--- src/rtl/tdm_rx_pkg.sv ---
package tdm_rx_pkg;
  localparam int FAST_PERIOD = 20;
  localparam int SLOW_PERIOD = 80;
  localparam int MAX_CHAN    = 16;
  localparam int FIFO_DEPTH  = 40;
  localparam int BYTE_W      = 8;
  localparam int MAX_MODS    = MAX_CHAN / 2;
  localparam int CNT_W       = $clog2(SLOW_PERIOD);
  localparam int CC_W        = $clog2(MAX_CHAN + 1);
  localparam int DEV_W       = $clog2(MAX_MODS);
  localparam int LVL_W       = $clog2(FIFO_DEPTH + 1);
  localparam int PTR_W       = $clog2(FIFO_DEPTH);
  localparam int BIT_W       = $clog2(BYTE_W);
endpackage

--- src/rtl/tdm_sync_timer.sv ---
module tdm_sync_timer
  import tdm_rx_pkg::*;
#(
  parameter int FAST  = FAST_PERIOD,
  parameter int SLOW  = SLOW_PERIOD,
  parameter int MMODS = MAX_MODS,
  parameter int CW    = CNT_W,
  parameter int CCW   = CC_W,
  parameter int DW    = DEV_W
) (
  input  logic           clk,
  input  logic           rst_n,
  input  logic           enable_i,
  input  logic           slow_i,
  input  logic [CCW-1:0] chan_i,
  input  logic           full_i,
  output logic           sync_o,
  output logic [DW-1:0]  dev_o
);
  localparam int MW = DW + 1;

  logic [CW-1:0]  cnt_q, cnt_d, last_cnt;
  logic           sync_q, sync_d;
  logic [DW-1:0]  dev_q, dev_d;
  logic           dev_en;
  logic [CCW-1:0] half;
  logic [MW-1:0]  mods;

  // Number of modules taking turns, clamped to 1..MMODS
  always_comb begin
    half = chan_i >> 1;
    if (half == '0)
      mods = MW'(1);
    else if (half > CCW'(MMODS))
      mods = MW'(MMODS);
    else
      mods = MW'(half);
  end

  assign last_cnt = slow_i ? CW'(SLOW - 1) : CW'(FAST - 1);

  always_comb begin
    cnt_d  = cnt_q;
    sync_d = 1'b0;
    if (!enable_i) begin
      cnt_d = '0;
    end else if (cnt_q == '0) begin
      if (!full_i) begin
        sync_d = 1'b1;
        cnt_d  = CW'(1);
      end
    end else if (cnt_q >= last_cnt) begin
      cnt_d = '0;
    end else begin
      cnt_d = cnt_q + CW'(1);
    end
  end

  assign dev_en = sync_q;
  always_comb begin
    if ({1'b0, dev_q} >= (mods - MW'(1)))
      dev_d = '0;
    else
      dev_d = dev_q + DW'(1);
  end

  always_ff @(posedge clk or negedge rst_n) begin
    if (!rst_n) begin
      cnt_q  <= '0;
      sync_q <= 1'b0;
    end else begin
      cnt_q  <= cnt_d;
      sync_q <= sync_d;
    end
  end

  always_ff @(posedge clk or negedge rst_n) begin
    if (!rst_n)
      dev_q <= '0;
    else if (dev_en)
      dev_q <= dev_d;
  end

  assign sync_o = sync_q;
  assign dev_o  = dev_q;

  p_sync_pulse_r2: assert property (@(posedge clk) disable iff (!rst_n)
    sync_q |=> !sync_q);
  p_stall_r6: assert property (@(posedge clk) disable iff (!rst_n)
    full_i |=> !sync_q);
  p_idle_r7: assert property (@(posedge clk) disable iff (!rst_n)
    !enable_i |=> !sync_q);
  p_dev_range_r5: assert property (@(posedge clk) disable iff (!rst_n)
    sync_q |-> ({1'b0, dev_q} < mods));
endmodule

--- src/rtl/tdm_bit_assembler.sv ---
module tdm_bit_assembler
  import tdm_rx_pkg::*;
#(
  parameter int BW = BYTE_W,
  parameter int IW = BIT_W
) (
  input  logic          clk,
  input  logic          rst_n,
  input  logic          sync_i,
  input  logic          sdata_i,
  output logic          push_o,
  output logic [BW-1:0] byte_o
);
  logic          a_slot_q, b_slot_q;
  logic          take;
  logic [BW-1:0] shreg_q, shreg_d;
  logic [IW-1:0] bcnt_q, bcnt_d;
  logic          push_q, push_d;
  logic [BW-1:0] byte_q;

  assign take = a_slot_q | b_slot_q;

  // First bit lands in bit 0 after the eighth shift
  always_comb begin
    shreg_d = {sdata_i, shreg_q[BW-1:1]};
    bcnt_d  = bcnt_q + IW'(1);
    push_d  = take && (bcnt_q == IW'(BW - 1));
  end

  always_ff @(posedge clk or negedge rst_n) begin
    if (!rst_n) begin
      a_slot_q <= 1'b0;
      b_slot_q <= 1'b0;
      push_q   <= 1'b0;
    end else begin
      a_slot_q <= sync_i;
      b_slot_q <= a_slot_q;
      push_q   <= push_d;
    end
  end

  always_ff @(posedge clk or negedge rst_n) begin
    if (!rst_n) begin
      shreg_q <= '0;
      bcnt_q  <= '0;
    end else if (take) begin
      shreg_q <= shreg_d;
      bcnt_q  <= bcnt_d;
    end
  end

  always_ff @(posedge clk or negedge rst_n) begin
    if (!rst_n)
      byte_q <= '0;
    else if (push_d)
      byte_q <= shreg_d;
  end

  assign push_o = push_q;
  assign byte_o = byte_q;

  p_slot_order_r3: assert property (@(posedge clk) disable iff (!rst_n)
    a_slot_q |=> b_slot_q);
  p_push_after_b_r3: assert property (@(posedge clk) disable iff (!rst_n)
    push_q |-> $past(b_slot_q));
endmodule

--- src/rtl/tdm_byte_fifo.sv ---
module tdm_byte_fifo
  import tdm_rx_pkg::*;
#(
  parameter int DEPTH = FIFO_DEPTH,
  parameter int BW    = BYTE_W,
  parameter int LW    = LVL_W,
  parameter int PW    = PTR_W
) (
  input  logic          clk,
  input  logic          rst_n,
  input  logic          push_i,
  input  logic [BW-1:0] data_i,
  input  logic          pop_i,
  output logic [BW-1:0] dout_o,
  output logic          empty_o,
  output logic          full_o,
  output logic [LW-1:0] level_o
);
  logic [BW-1:0] mem [DEPTH];
  logic [PW-1:0] wr_q, wr_d, rd_q, rd_d;
  logic [LW-1:0] lvl_q, lvl_d;
  logic          do_push, do_pop;

  assign empty_o = (lvl_q == '0);
  assign full_o  = (lvl_q == LW'(DEPTH));
  assign do_push = push_i & ~full_o;
  assign do_pop  = pop_i & ~empty_o;

  always_comb begin
    wr_d  = (wr_q == PW'(DEPTH - 1)) ? '0 : wr_q + PW'(1);
    rd_d  = (rd_q == PW'(DEPTH - 1)) ? '0 : rd_q + PW'(1);
    lvl_d = lvl_q;
    case ({do_push, do_pop})
      2'b10:   lvl_d = lvl_q + LW'(1);
      2'b01:   lvl_d = lvl_q - LW'(1);
      default: lvl_d = lvl_q;
    endcase
  end

  always_ff @(posedge clk or negedge rst_n) begin
    if (!rst_n) begin
      wr_q  <= '0;
      rd_q  <= '0;
      lvl_q <= '0;
    end else begin
      if (do_push) wr_q <= wr_d;
      if (do_pop)  rd_q <= rd_d;
      lvl_q <= lvl_d;
    end
  end

  always_ff @(posedge clk) begin
    if (do_push) mem[wr_q] <= data_i;
  end

  assign dout_o  = mem[rd_q];
  assign level_o = lvl_q;

  p_no_overflow_r6: assert property (@(posedge clk) disable iff (!rst_n)
    push_i |-> !full_o);
  p_pop_empty_r8: assert property (@(posedge clk) disable iff (!rst_n)
    (pop_i && empty_o && !push_i) |=> (lvl_q == '0));
  p_level_bound_r4: assert property (@(posedge clk) disable iff (!rst_n)
    lvl_q <= LW'(DEPTH));
endmodule

--- src/rtl/tdm_sync_rx.sv ---
module tdm_sync_rx
  import tdm_rx_pkg::*;
(
  input  logic              clk,
  input  logic              rst_n,
  input  logic              enable_i,
  input  logic              slow_sync_i,
  input  logic [CC_W-1:0]   chan_count_i,
  input  logic              sdata_i,
  output logic              sync_o,
  output logic [DEV_W-1:0]  dev_sel_o,
  input  logic              pop_i,
  output logic [BYTE_W-1:0] rd_data_o,
  output logic              empty_o,
  output logic [LVL_W-1:0]  level_o
);
  logic [1:0]        rst_sync_q;
  logic              rst_int_n;
  logic              full;
  logic              push;
  logic [BYTE_W-1:0] byte_w;

  // Asynchronous assertion, synchronous release
  always_ff @(posedge clk or negedge rst_n) begin
    if (!rst_n)
      rst_sync_q <= 2'b00;
    else
      rst_sync_q <= {rst_sync_q[0], 1'b1};
  end
  assign rst_int_n = rst_sync_q[1];

  tdm_sync_timer u_timer (
    .clk      (clk),
    .rst_n    (rst_int_n),
    .enable_i (enable_i),
    .slow_i   (slow_sync_i),
    .chan_i   (chan_count_i),
    .full_i   (full),
    .sync_o   (sync_o),
    .dev_o    (dev_sel_o)
  );

  tdm_bit_assembler u_asm (
    .clk     (clk),
    .rst_n   (rst_int_n),
    .sync_i  (sync_o),
    .sdata_i (sdata_i),
    .push_o  (push),
    .byte_o  (byte_w)
  );

  tdm_byte_fifo u_fifo (
    .clk     (clk),
    .rst_n   (rst_int_n),
    .push_i  (push),
    .data_i  (byte_w),
    .pop_i   (pop_i),
    .dout_o  (rd_data_o),
    .empty_o (empty_o),
    .full_o  (full),
    .level_o (level_o)
  );
endmodule

--- config.mk ---
export PLATFORM = sky130hd
export DESIGN_NAME = tdm_sync_rx
export DESIGN_NICKNAME = d
export VERILOG_FILES = /design/src/rtl/tdm_rx_pkg.sv /design/src/rtl/tdm_sync_timer.sv /design/src/rtl/tdm_bit_assembler.sv /design/src/rtl/tdm_byte_fifo.sv /design/src/rtl/tdm_sync_rx.sv
export SDC_FILE = /design/constraint.sdc
export NUM_CORES = 1
export LEC_CHECK = 0
export ABC_AREA = 1
export BUFFER_PORTS_ARGS = -buffer_cell sky130_fd_sc_hd__buf_2
export CORE_AREA = 2 2 156 188
export CTS_BUF_LIST = sky130_fd_sc_hd__clkbuf_4
export DETAILED_ROUTE_END_ITERATION = 12
export DIE_AREA = 0 0 158 190
export GPL_TIMING_DRIVEN = 0
export PLACE_DENSITY_LB_ADDON = 0.1
export SLEW_MARGIN = 20
export SYNTH_ARGS = -nofsm -noshare
export SYNTH_HDL_FRONTEND = slang
export SYNTH_SLANG_ARGS = --single-unit
--- constraint.sdc ---
create_clock -name clk -period 2.05 [get_ports clk]
set_input_delay 0.205 -clock clk [delete_from_list [all_inputs] [get_ports clk]]
set_output_delay 0.205 -clock clk [all_outputs]
set_load 0.02 [all_outputs]
==> impl_metrics.csv, run 1 <==
group,metric,value,unit
clock_tree,clockRootBuffer,"clkbuf_4",
power_and_ir_drop,ir_drop,0.00101,V
sta,rsz0062_at_grt,"true",
placement,gp_congestion,0.962,
clock_tree,clk_transition_reported_paths,0.06,ns
sta,fin_crit_sh,135,%
floorplanning,design.core.area,0.0284,sq mm
global_routing,grt_pass1_wl,62500,microns
clock_tree,cts_buffers,91,
clock_tree,cts_tree,"built",
status,status,"finished with violations",
power_and_ir_drop,netSwitchingPower,11.7,mW
logic_synthesis,yosysSeqAreaShare,67.5,%
logic_synthesis,synth-edff-count,320,
finish,drive_above_1_share,31.3,%
worst_setup_path,crit_arrival,2.56,ns
global_routing,grt-ovfl-total,0,
logic_synthesis,avgSynthCellArea,10.6,sq um
status,violations,"negative setup slack",
sta,worstMarginPinSlew,0.863,ns
run,drv_cap,0,
finish,fin_cells,2186,
drt,ant_nets,0,
logic_synthesis,yosys-top-cells-area,"edfxtp_1 (59%), nand2_1 (9.7%), dfrtp_1 (8.0%)",
global_routing,grt_max_degree,51,
drt,wirelength,43300,microns
placement,place_inst,1950,
finish,postLayoutCellArea,0.0206,sq mm
placement,io_buffers,28,
sta,fin_hold_ws,0.0853,ns
sta,setup_slack,-0.716,ns
clock_tree,clock-sinks,372,
global_routing,antenna_found_initial,2,
floorplanning,die_w,158,microns
drt,vias_per_cell,5.45,
worst_setup_path,start_kind,"register",
drt,num_vias,11907,
logic_synthesis,synth_warnings,0,
worst_setup_path,worstPathMaxFanout,10,
worst_setup_path,path_class,"register to output pin",
power_and_ir_drop,combPwrFrac,43.1,%
power_and_ir_drop,p_leak,8.44,nW
logic_synthesis,yosysUniqueCellTypes,33,
power_and_ir_drop,p_seq_share,35.8,%
sta,period_minus_slack,2.77,ns
drt,drtIter0Drc,1104,
finish,syn_to_final_growth,27.7,%
sta,setup_viol_count_final,107,
power_and_ir_drop,power.density,1410,mW/mm^2
drt,wl_per_cell,19.8,microns
logic_synthesis,yosys_most_used_dff,"edfxtp_1",
sta,hold_viol_final,0,
sta,maxSlewHeadroom,42.5,%
logic_synthesis,yosysTopAreaCellShare,59.4,%
floorplanning,die-area,0.0300,sq mm
worst_setup_path,crit_path_end_kind,"output pin",
logic_synthesis,synth-seq-cells,372,
sta,finalClockSkew,0.0387,ns
power_and_ir_drop,internal_power,17.4,mW
global_routing,grtUsageTotal,28.0,%
floorplanning,boundaryPins,30,
logic_synthesis,synth_nets,1563,
drt,drcViolationCount,0,
clock_tree,clockBufferDepth,3,
placement,post-dp-hpwl,26600,microns
worst_setup_path,cp.required,1.85,ns
floorplanning,row_count,68,
logic_synthesis,yosysTopAreaCell,"edfxtp_1",
floorplanning,initial_core_util,56.9,%
logic_synthesis,syn_inst,1531,
sta,clock.fmax,0.362,GHz
sta,drv_slew,0,
clock_tree,clock_latency,0.76,ns
placement,placed_cell_area,0.0170,sq mm
drt,drt_first_pass_iters,5,
power_and_ir_drop,p_sw_share,40.2,%
clock_tree,cts-htree-levels,3,
logic_synthesis,netlist_area,0.0162,sq mm
min_path,hold_class,"input port to register",
logic_synthesis,async_flop_share,14.0,%
floorplanning,die-height,190,microns
finish,final_nets,1759,
power_and_ir_drop,power_frac_clock,21.2,%
sta,finalSetupTns,-9.34,ns
global_routing,grt_pass1_vias,11601,
registers in the layout, indices dropped and copies added, names as in the netlist:
signal / cells
u_fifo.wr_q: 6
u_asm.shreg_q: 7
u_asm.byte_o: 8
u_fifo.mem: 320
rst_sync_q: 2
u_timer.sync_o: 1
u_timer.dev_o: 3
u_timer.cnt_q: 7
u_fifo.level_o: 6
u_asm.a_slot_q: 1
u_fifo.rd_q: 6
u_asm.b_slot_q: 1
u_asm.bcnt_q: 3
u_asm.push_o: 1
synthesized netlist by cell type, types with 4 or more instances:
cell type  number
nor2_1        138
nand2_1       420
ha_1           20
a21oi_1        32
clkbuf_1       18
nor3_1          8
edfxtp_1      320
buf_6           7
o21ai_1        12
buf_4          13
nand4_1        11
inv_1         186
inv_2           4
o211ai_1        8
dfrtp_1        52
o221ai_1        8
o21ai_0        69
buf_2          23
nand3_1       141
o22ai_1         9
xor2_1         12
xnor2_1         5
timing repair:
action                                  CTS  global route
gates cloned                              0            14
pin swaps                                26           126
buffers inserted                         31            22
hold buffers                              5             0
endpoints found under the setup margin  333           291
hold endpoints to repair                 18             0
resized for setup                       197           274
placed cells by master (no fill, tap or decap), drive strengths merged, types with 9 or more instances in the layout:
master / instances
inv: 192
ha: 20
a21oi: 32
nor2: 142
clkinv: 35
o22ai: 9
o21ai: 81
buf: 128
nor3: 9
clkbuf: 154
nand2: 421
dfrtp: 52
nand3: 141
xor2: 12
edfxtp: 320
nand4: 11
metrics by stage:
| stage | setup slack [ns] | utilization, % | power (mW) |
|---|---|---|---|
| 2_1_floorplan | -0.0234 | - | 15.6 |
| 3_3_place_gp | -0.571 | 59.2 | 18.8 |
| 3_5_place_dp | -0.671 | 59.7 | 19.2 |
| 4_1_cts | -0.761 | 67.3 | 26.4 |
| 5_1_grt | -0.799 | 72.7 | 30.5 |
| 6_report | -0.716 | 72.7 | 29.2 |
routing by layer:
metal / GRT usage [%] / wire [microns] / share of wire [%] / vias to the layer above
li1: - / - / - / 5565
met1: 34.2 / 16300 / 38 / 5723
met2: 47.6 / 22300 / 51 / 502
met3: 5.58 / 2940 / 6.8 / 117
met4: 13.2 / 1810 / 4.2 / 0
met5: 0 / 0 / 0 / -
power groups by stage:
| stage | sequential [mW] | clock, mW | combinational (mW) |
|---|---|---|---|
| floorplan | 10.5 | 0 | 5.15 |
| global placement | 11.0 | 0 | 7.80 |
| detailed placement | 10.6 | 0 | 8.62 |
| CTS | 10.4 | 6.20 | 9.81 |
| global route | 10.5 | 6.61 | 13.4 |
| finish | 10.4 | 6.17 | 12.6 |
cell families (layout without fill, tap and decap cells):
logic type                 Yosys count  count (layout)  synth area share [%]
and+or+nand+nor                    724             724                  18.3
DFF                                372             372                  67.5
buffers and inverters              254             519                  6.72
AOI/OAI and AO/OA                  140             140                  4.75
adders and majority gates           21              21                  1.67
xor gates and xnor gates            17              17                 0.921
muxes                                2               2                 0.139
other                                1               6                0.0232
final cells by class:
cell class	count	area, sq um
Tap cell	385	482
Clock inverter	38	229
Timing Repair inverter	1	16.3
Timing Repair Buffer	103	1240
Clock buffer	124	931
Fill cell	1987	7770
Antenna cell	5	12.5
Buffer	60	646
Inverter	193	752
Multi-Input combinational cell	905	5400
Sequential cell	372	10900
worst max-delay path, stage by stage (launching register included):
cell	delay [ns]
dfrtp_2	0.44
buf_12	0.18
clkinv_8	0.09
buf_12	0.16
buf_12	0.15
o21ai_4	0.13
nand2_2	0.09
a21oi_2	0.15
nand2_2	0.09
nand3_2	0.10
nand2_2	0.09
buf_6	0.14
worst paths after layout:
check	startpoint	to	slack (ns)	depth (start not counted)
max	u_fifo.rd_q[0]	rd_data_o[5]	-0.72	11
min	slow_sync_i	u_timer.cnt_q[2]	0.09	7
max reg2reg	u_fifo.level_o[2]	u_fifo.level_o[5]	-0.24	16
min reg2reg	rst_sync_q[0]	rst_sync_q[1]	0.36	0
max in group asynchronous	rst_sync_q[1]	u_fifo.rd_q[0]	1.15	0
min in group asynchronous	rst_n	rst_sync_q[1]	0.31	3
Power figures use the tool's default switching activity.
==> run 2, diff against run 1 <==
Settings changed: CELL_PAD_IN_SITES_DETAIL_PLACEMENT from default to 1, CELL_PAD_IN_SITES_GLOBAL_PLACEMENT from default to 1, CORE_AREA 2 2 156 188 to 2 2 164 199, DIE_AREA 0 0 158 190 to 0 0 166 201, HOLD_SLACK_MARGIN from default to 0.15.
==> impl_metrics.csv, run 2 (synthesized netlist as in run 1, its figures left out) <==
group,metric,value,unit
status,status,"finished with violations",
status,violations,"negative setup slack",
worst_setup_path,path_class,"register to output pin",
floorplanning,die-height,201,microns
placement,io_buffers,28,
worst_setup_path,worstPathMaxFanout,11,
power_and_ir_drop,p_seq_share,35.6,%
worst_setup_path,cp.required,1.85,ns
power_and_ir_drop,internal_power,17.2,mW
floorplanning,row_count,72,
floorplanning,boundaryPins,30,
worst_setup_path,crit_path_top_delay_cell,"o211ai_1",
drt,ant_nets,0,
finish,drive_above_1_share,28.3,%
placement,gp_congestion,0.875,
worst_setup_path,slowest_delay,0.42,ns
sta,finalClockSkew,0.0623,ns
clock_tree,clockRootBuffer,"clkbuf_4",
drt,drcViolationCount,0,
global_routing,grt_max_degree,51,
clock_tree,cts_buffers,93,
worst_setup_path,path_buf_inv,5,
sta,clock.fmax,0.344,GHz
sta,setup_viol_count_final,209,
finish,layout_common_cells,"nand2_1 (374), edfxtp_1 (320), inv_1 (180)",
finish,postLayoutCellArea,0.0204,sq mm
finish,final_nets,1764,
global_routing,grt_pass1_wl,77800,microns
global_routing,grtUsageTotal,30.9,%
power_and_ir_drop,power_frac_clock,22.3,%
floorplanning,die-area,0.0334,sq mm
worst_setup_path,crit_arrival,2.70,ns
drt,drt_first_pass_iters,5,
placement,post-dp-hpwl,31200,microns
sta,setup_slack,-0.857,ns
power_and_ir_drop,combPwrFrac,42.0,%
power_and_ir_drop,power.density,1460,mW/mm^2
drt,drtIter0Drc,1075,
worst_setup_path,crit_path_end_kind,"output pin",
clock_tree,cts_tree,"built",
sta,finalSetupTns,-20.95,ns
finish,final_util,64.6,%
drt,wl_per_cell,25.3,microns
clock_tree,clock_latency,0.80,ns
sta,drv_slew,0,
finish,regMostFlops,"u_fifo.mem",
clock_tree,clock-sinks,372,
clock_tree,cts-htree-levels,3,
finish,syn_to_final_growth,26.2,%
sta,rsz0062_at_grt,"true",
global_routing,grt_pass1_vias,13642,
clock_tree,clockBufferDepth,3,
drt,wirelength,56000,microns
worst_setup_path,crit_chain,"buf_12, inv_12, buf_12, buf_4, nor2_2, o22ai_1, o211ai_1, nand2_2, buf_6",
clock_tree,clk_transition_reported_paths,0.08,ns
global_routing,grt-ovfl-total,0,
placement,placed_cell_area,0.0170,sq mm
global_routing,antenna_found_initial,2,
sta,hold_viol_final,0,
worst_setup_path,path_delay_family,"buffers and inverters",
worst_setup_path,worst_path_most_repeated_cell,"buf_12",
sta,period_minus_slack,2.91,ns
power_and_ir_drop,ir_drop,0.00104,V
floorplanning,design.core.area,0.0316,sq mm
drt,num_vias,12701,
run,drv_cap,0,
floorplanning,die_w,166,microns
power_and_ir_drop,p_leak,8.36,nW
finish,nFillCells,3259,
finish,largest_register_ffs,320,
sta,maxSlewHeadroom,39.4,%
sta,worstMarginPinSlew,0.909,ns
worst_setup_path,timing.rr.start,"u_fifo.level_o[1]",
worst_setup_path,start_kind,"register",
min_path,min-delay-start,"chan_count_i[1]",
drt,vias_per_cell,5.74,
floorplanning,initial_core_util,51.1,%
finish,final_common_cell,"nand2_1",
worst_setup_path,worstSetupStartpoint,"u_fifo.rd_q[0]",
sta,fin_hold_ws,0.250,ns
sta,fin_crit_sh,142,%
power_and_ir_drop,p_sw_share,42.3,%
power_and_ir_drop,netSwitchingPower,12.6,mW
min_path,hold_class,"input port to register",
[run 2: changes by cell type in the layout (fill, tap and decap cells not counted), sizes merged]
cell	before	now
buf	128	137
clkinv	35	18
clkbuf	154	168
bufinv	3	1
diode	5	3
clkinvlp	2	1
dlygate4sd3	5	9
inv	192	191
[run 2: through the flow]
stage	power, mW	worst slack [ns]	cells
after floorplan	15.6	-0.0234	1531
after global placement	19.0	-0.749	1966
after detailed placement	19.6	-0.820	1971
after CTS	27.4	-0.770	2183
after global routing	31.0	-0.941	2212
final	29.8	-0.857	2212
[run 2: worst paths after layout]
| path | cells past startpoint | end | slack, ns |
|---|---|---|---|
| max | 9 | rd_data_o[7] | -0.86 |
| min in group asynchronous | 3 | rst_sync_q[1] | 0.30 |
| min | 6 | u_timer.dev_o[2] | 0.25 |
| min reg2reg | 0 | u_asm.push_o | 0.36 |
| max in group asynchronous | 0 | u_fifo.level_o[4] | 1.13 |
| max reg2reg | 15 | u_fifo.level_o[5] | -0.33 |
[run 2: area by class of cell]
| class | instances | area (sq um) | share of cell area, % |
|---|---|---|---|
| Clock buffer | 147 | 1100 | 5.41 |
| Inverter | 193 | 758 | 3.71 |
| Clock inverter | 18 | 97.6 | 0.478 |
| Timing Repair Buffer | 107 | 1270 | 6.21 |
| Multi-Input combinational cell | 905 | 5120 | 25.1 |
| Buffer | 60 | 619 | 3.03 |
| Antenna cell | 3 | 7.51 | 0.0368 |
| Sequential cell | 372 | 10900 | 53.6 |
| Tap cell | 407 | 509 | 2.49 |
[run 2: per-layer routing]
layer  GRT usage [%]  part of all wire, %
met1            35.0                   36
met2            53.8                   52
met3            6.37                  6.5
met4            18.4                  5.9
met5               0                    0
[run 2: tightest hold or removal path, stage by stage]
cell	delay [ns]
buf_2	0.11
o21ai_0	0.25
ha_1	0.16
nand3_2	0.07
nand3_1	0.09
a21oi_1	0.08
[run 2: power by group through the flow]
stage	logic (mW)	clock network, mW	registers, mW
final	12.5	6.66	10.6
after global routing	13.2	7.07	10.7
after CTS	10.4	6.47	10.6
after detailed placement	8.88	0	10.7
after floorplan	5.15	0	10.5
after global placement	7.97	0	11.0
[run 2: what timing repair did]
item | 4_1_cts | 5_1_grt
hold buffers | 9 | 0
setup endpoints to repair | 333 | 280
resized for setup | 216 | 171
pin swaps | 34 | 80
cloned | 0 | 5
hold endpoints to repair | 19 | 0
buffers inserted | 38 | 22
==> run 3, diff against run 2 <==
Settings changed: CORE_AREA 2 2 164 199 to 2 2 187 226, DIE_AREA 0 0 166 201 to 0 0 189 228.
==> impl_metrics.csv, run 3 (synthesized netlist as in run 1, its figures left out) <==
group,metric,value,unit
status,status,"finished with violations",
status,violations,"negative setup slack",
worst_setup_path,r2r_cells,12,
finish,multiInputGateArea,0.00523,sq mm
floorplanning,die_w,189,microns
finish,drive_above_1_share,30.4,%
drt,wl_per_cell,21.1,microns
worst_setup_path,r2r_setup_slack,-0.27,ns
min_path,hold_class,"input port to register",
floorplanning,boundaryPins,30,
worst_setup_path,cp.required,1.85,ns
global_routing,grtUsageTotal,23.1,%
finish,nFillCells,4414,
sta,hold_viol_final,0,
sta,rsz0062_at_grt,"true",
placement,placed_cell_area,0.0172,sq mm
global_routing,grt_max_degree,51,
drt,wirelength,49800,microns
drt,drcViolationCount,0,
power_and_ir_drop,ir_drop,0.000752,V
placement,io_buffers,28,
worst_setup_path,r2r_end,"u_fifo.mem[37][7]",
sta,worstMarginPinSlew,0.901,ns
worst_setup_path,path_class,"register to output pin",
finish,layout_common_cells,"nand2_1 (350), edfxtp_1 (320), inv_1 (181)",
floorplanning,die-area,0.0431,sq mm
finish,final_nets,1771,
drt,num_vias,11946,
sta,finalClockSkew,0.0543,ns
power_and_ir_drop,p_leak,8.50,nW
worst_setup_path,crit_chain,"buf_12, buf_16, buf_6, nand2_1, nand3_1, nand3_1, nand2_1, nor2_2, nand2_2, nand3_2, nand2_2, buf_6",
clock_tree,cts_buffers,95,
worst_setup_path,crit_end,"rd_data_o[5]",
placement,gp_congestion,0.864,
finish,regMostFlops,"u_fifo.mem",
clock_tree,clk_transition_reported_paths,0.07,ns
global_routing,grt-ovfl-total,0,
drt,drt_first_pass_iters,5,
clock_tree,clockRootBuffer,"clkbuf_4",
worst_setup_path,path_buf_inv,4,
clock_tree,clock_latency,0.81,ns
worst_setup_path,slowest_delay,0.41,ns
run,drv_cap,0,
global_routing,grt_pass1_wl,74500,microns
drt,ant_nets,0,
floorplanning,row_count,82,
finish,largest_register_ffs,320,
worst_setup_path,crit_arrival,2.59,ns
worst_setup_path,path_delay_family,"simple AND/OR/NAND/NOR gates",
floorplanning,die-height,228,microns
sta,period_minus_slack,2.80,ns
finish,seq_area,0.0109,sq mm
floorplanning,initial_core_util,39.3,%
sta,clock.fmax,0.358,GHz
sta,fin_crit_sh,136,%
drt,vias_per_cell,5.06,
worst_setup_path,crit_path_top_delay_cell,"dfrtp_1",
power_and_ir_drop,power.density,1420,mW/mm^2
min_path,min_delay_path_depth,6,
clock_tree,clockBufferDepth,3,
worst_setup_path,start_kind,"register",
clock_tree,cts_tree,"built",
power_and_ir_drop,finalPower,29.8,mW
global_routing,grt_pass1_vias,12845,
worst_setup_path,worstPathMaxFanout,10,
clock_tree,clock-sinks,372,
clock_tree,cts-htree-levels,3,
drt,drtIter0Drc,646,
worst_setup_path,critical_path_cell_count,12,
finish,syn_to_final_growth,29.4,%
worst_setup_path,worstSetupStartpoint,"u_fifo.rd_q[0]",
sta,setup_viol_count_final,281,
finish,final_common_cell,"nand2_1",
sta,drv_slew,0,
sta,maxSlewHeadroom,39.9,%
worst_setup_path,timing.rr.start,"u_fifo.level_o[4]",
global_routing,antenna_found_initial,1,
sta,fin_hold_ws,0.230,ns
finish,postLayoutCellArea,0.0209,sq mm
placement,post-dp-hpwl,32000,microns
worst_setup_path,crit_path_end_kind,"output pin",
sta,setup_slack,-0.745,ns
floorplanning,design.core.area,0.0411,sq mm
==> run 3: cell count changes in the layout (fill, tap and decap cells not counted), moves of 5 or more <==
cell,before,now
nand2_2,39,63
nor2_1,79,84
buf_16,2,9
clkbuf_4,150,160
nand2_1,374,350
nor2_2,9,4
==> run 3: stage by stage <==
step / worst slack, ns / TNS, ns / utilization, % / cells
2_1_floorplan: -0.0234 / -0.0253 / - / 1531
3_3_place_gp: -0.805 / -225.10 / 41.4 / 2105
4_1_cts: -0.799 / -8.93 / 49.1 / 2331
6_report: -0.745 / -35.96 / 50.8 / 2362
5_1_grt: -0.866 / -61.36 / 50.8 / 2362
3_5_place_dp: -0.847 / -219.86 / 41.9 / 2113
==> run 3: final cells by class <==
cell class                      instances  share of cell area [%]
Antenna cell                            1                  0.0120
Buffer                                 60                    3.11
Clock buffer                          156                    5.60
Clock inverter                         17                   0.496
Inverter                              193                    3.64
Multi-Input combinational cell        905                    25.0
Sequential cell                       372                    52.3
Tap cell                              546                    3.27
Timing Repair Buffer                  112                    6.65
==> run 3: worst min-delay path: stages <==
cell     delay, ns
buf_2         0.10
o21ai_0       0.27
ha_1          0.15
nand3_1       0.08
nand3_1       0.09
a21oi_1       0.06
==> run 3: worst min-delay path by stage <==
stage | endpoint | start | slack (ns)
6_report | u_timer.dev_o[2] | chan_count_i[1] | 0.23
5_1_grt | u_timer.dev_o[2] | chan_count_i[1] | 0.24
4_1_cts | u_timer.dev_o[2] | chan_count_i[1] | 0.16
3_5_place_dp | rst_sync_q[0] | rst_n | -0.005
3_3_place_gp | rst_sync_q[0] | rst_n | -0.009
2_1_floorplan | rst_sync_q[0] | rst_n | -0.09
==> run 3: layer usage <==
metal / vias up / routed length, microns / track usage (%)
met4: 0 / 1570 / 10.1
met2: 288 / 25500 / 40.5
met5: - / 0 / 0
met1: 5978 / 20500 / 28.0
li1: 5589 / - / -
met3: 91 / 2200 / 3.69
==> run 3: what timing repair did <==
| item | in CTS | in global routing |
|---|---|---|
| setup buffers | 33 | 29 |
| gates cloned | 3 | 4 |
| endpoints found under the hold margin | 19 | 0 |
| gates resized for setup | 339 | 83 |
| hold buffers | 9 | 0 |
| pin swaps | 71 | 49 |
| endpoints found under the setup margin | 334 | 279 |
==> run 3: power by group <==
group | switching, mW | total (mW) | internal (mW) | leakage [nW]
clock network | 3.10 | 6.65 | 3.55 | 0.760
registers | 0.953 | 10.4 | 9.48 | 3.55
logic | 8.01 | 12.7 | 4.69 | 4.19
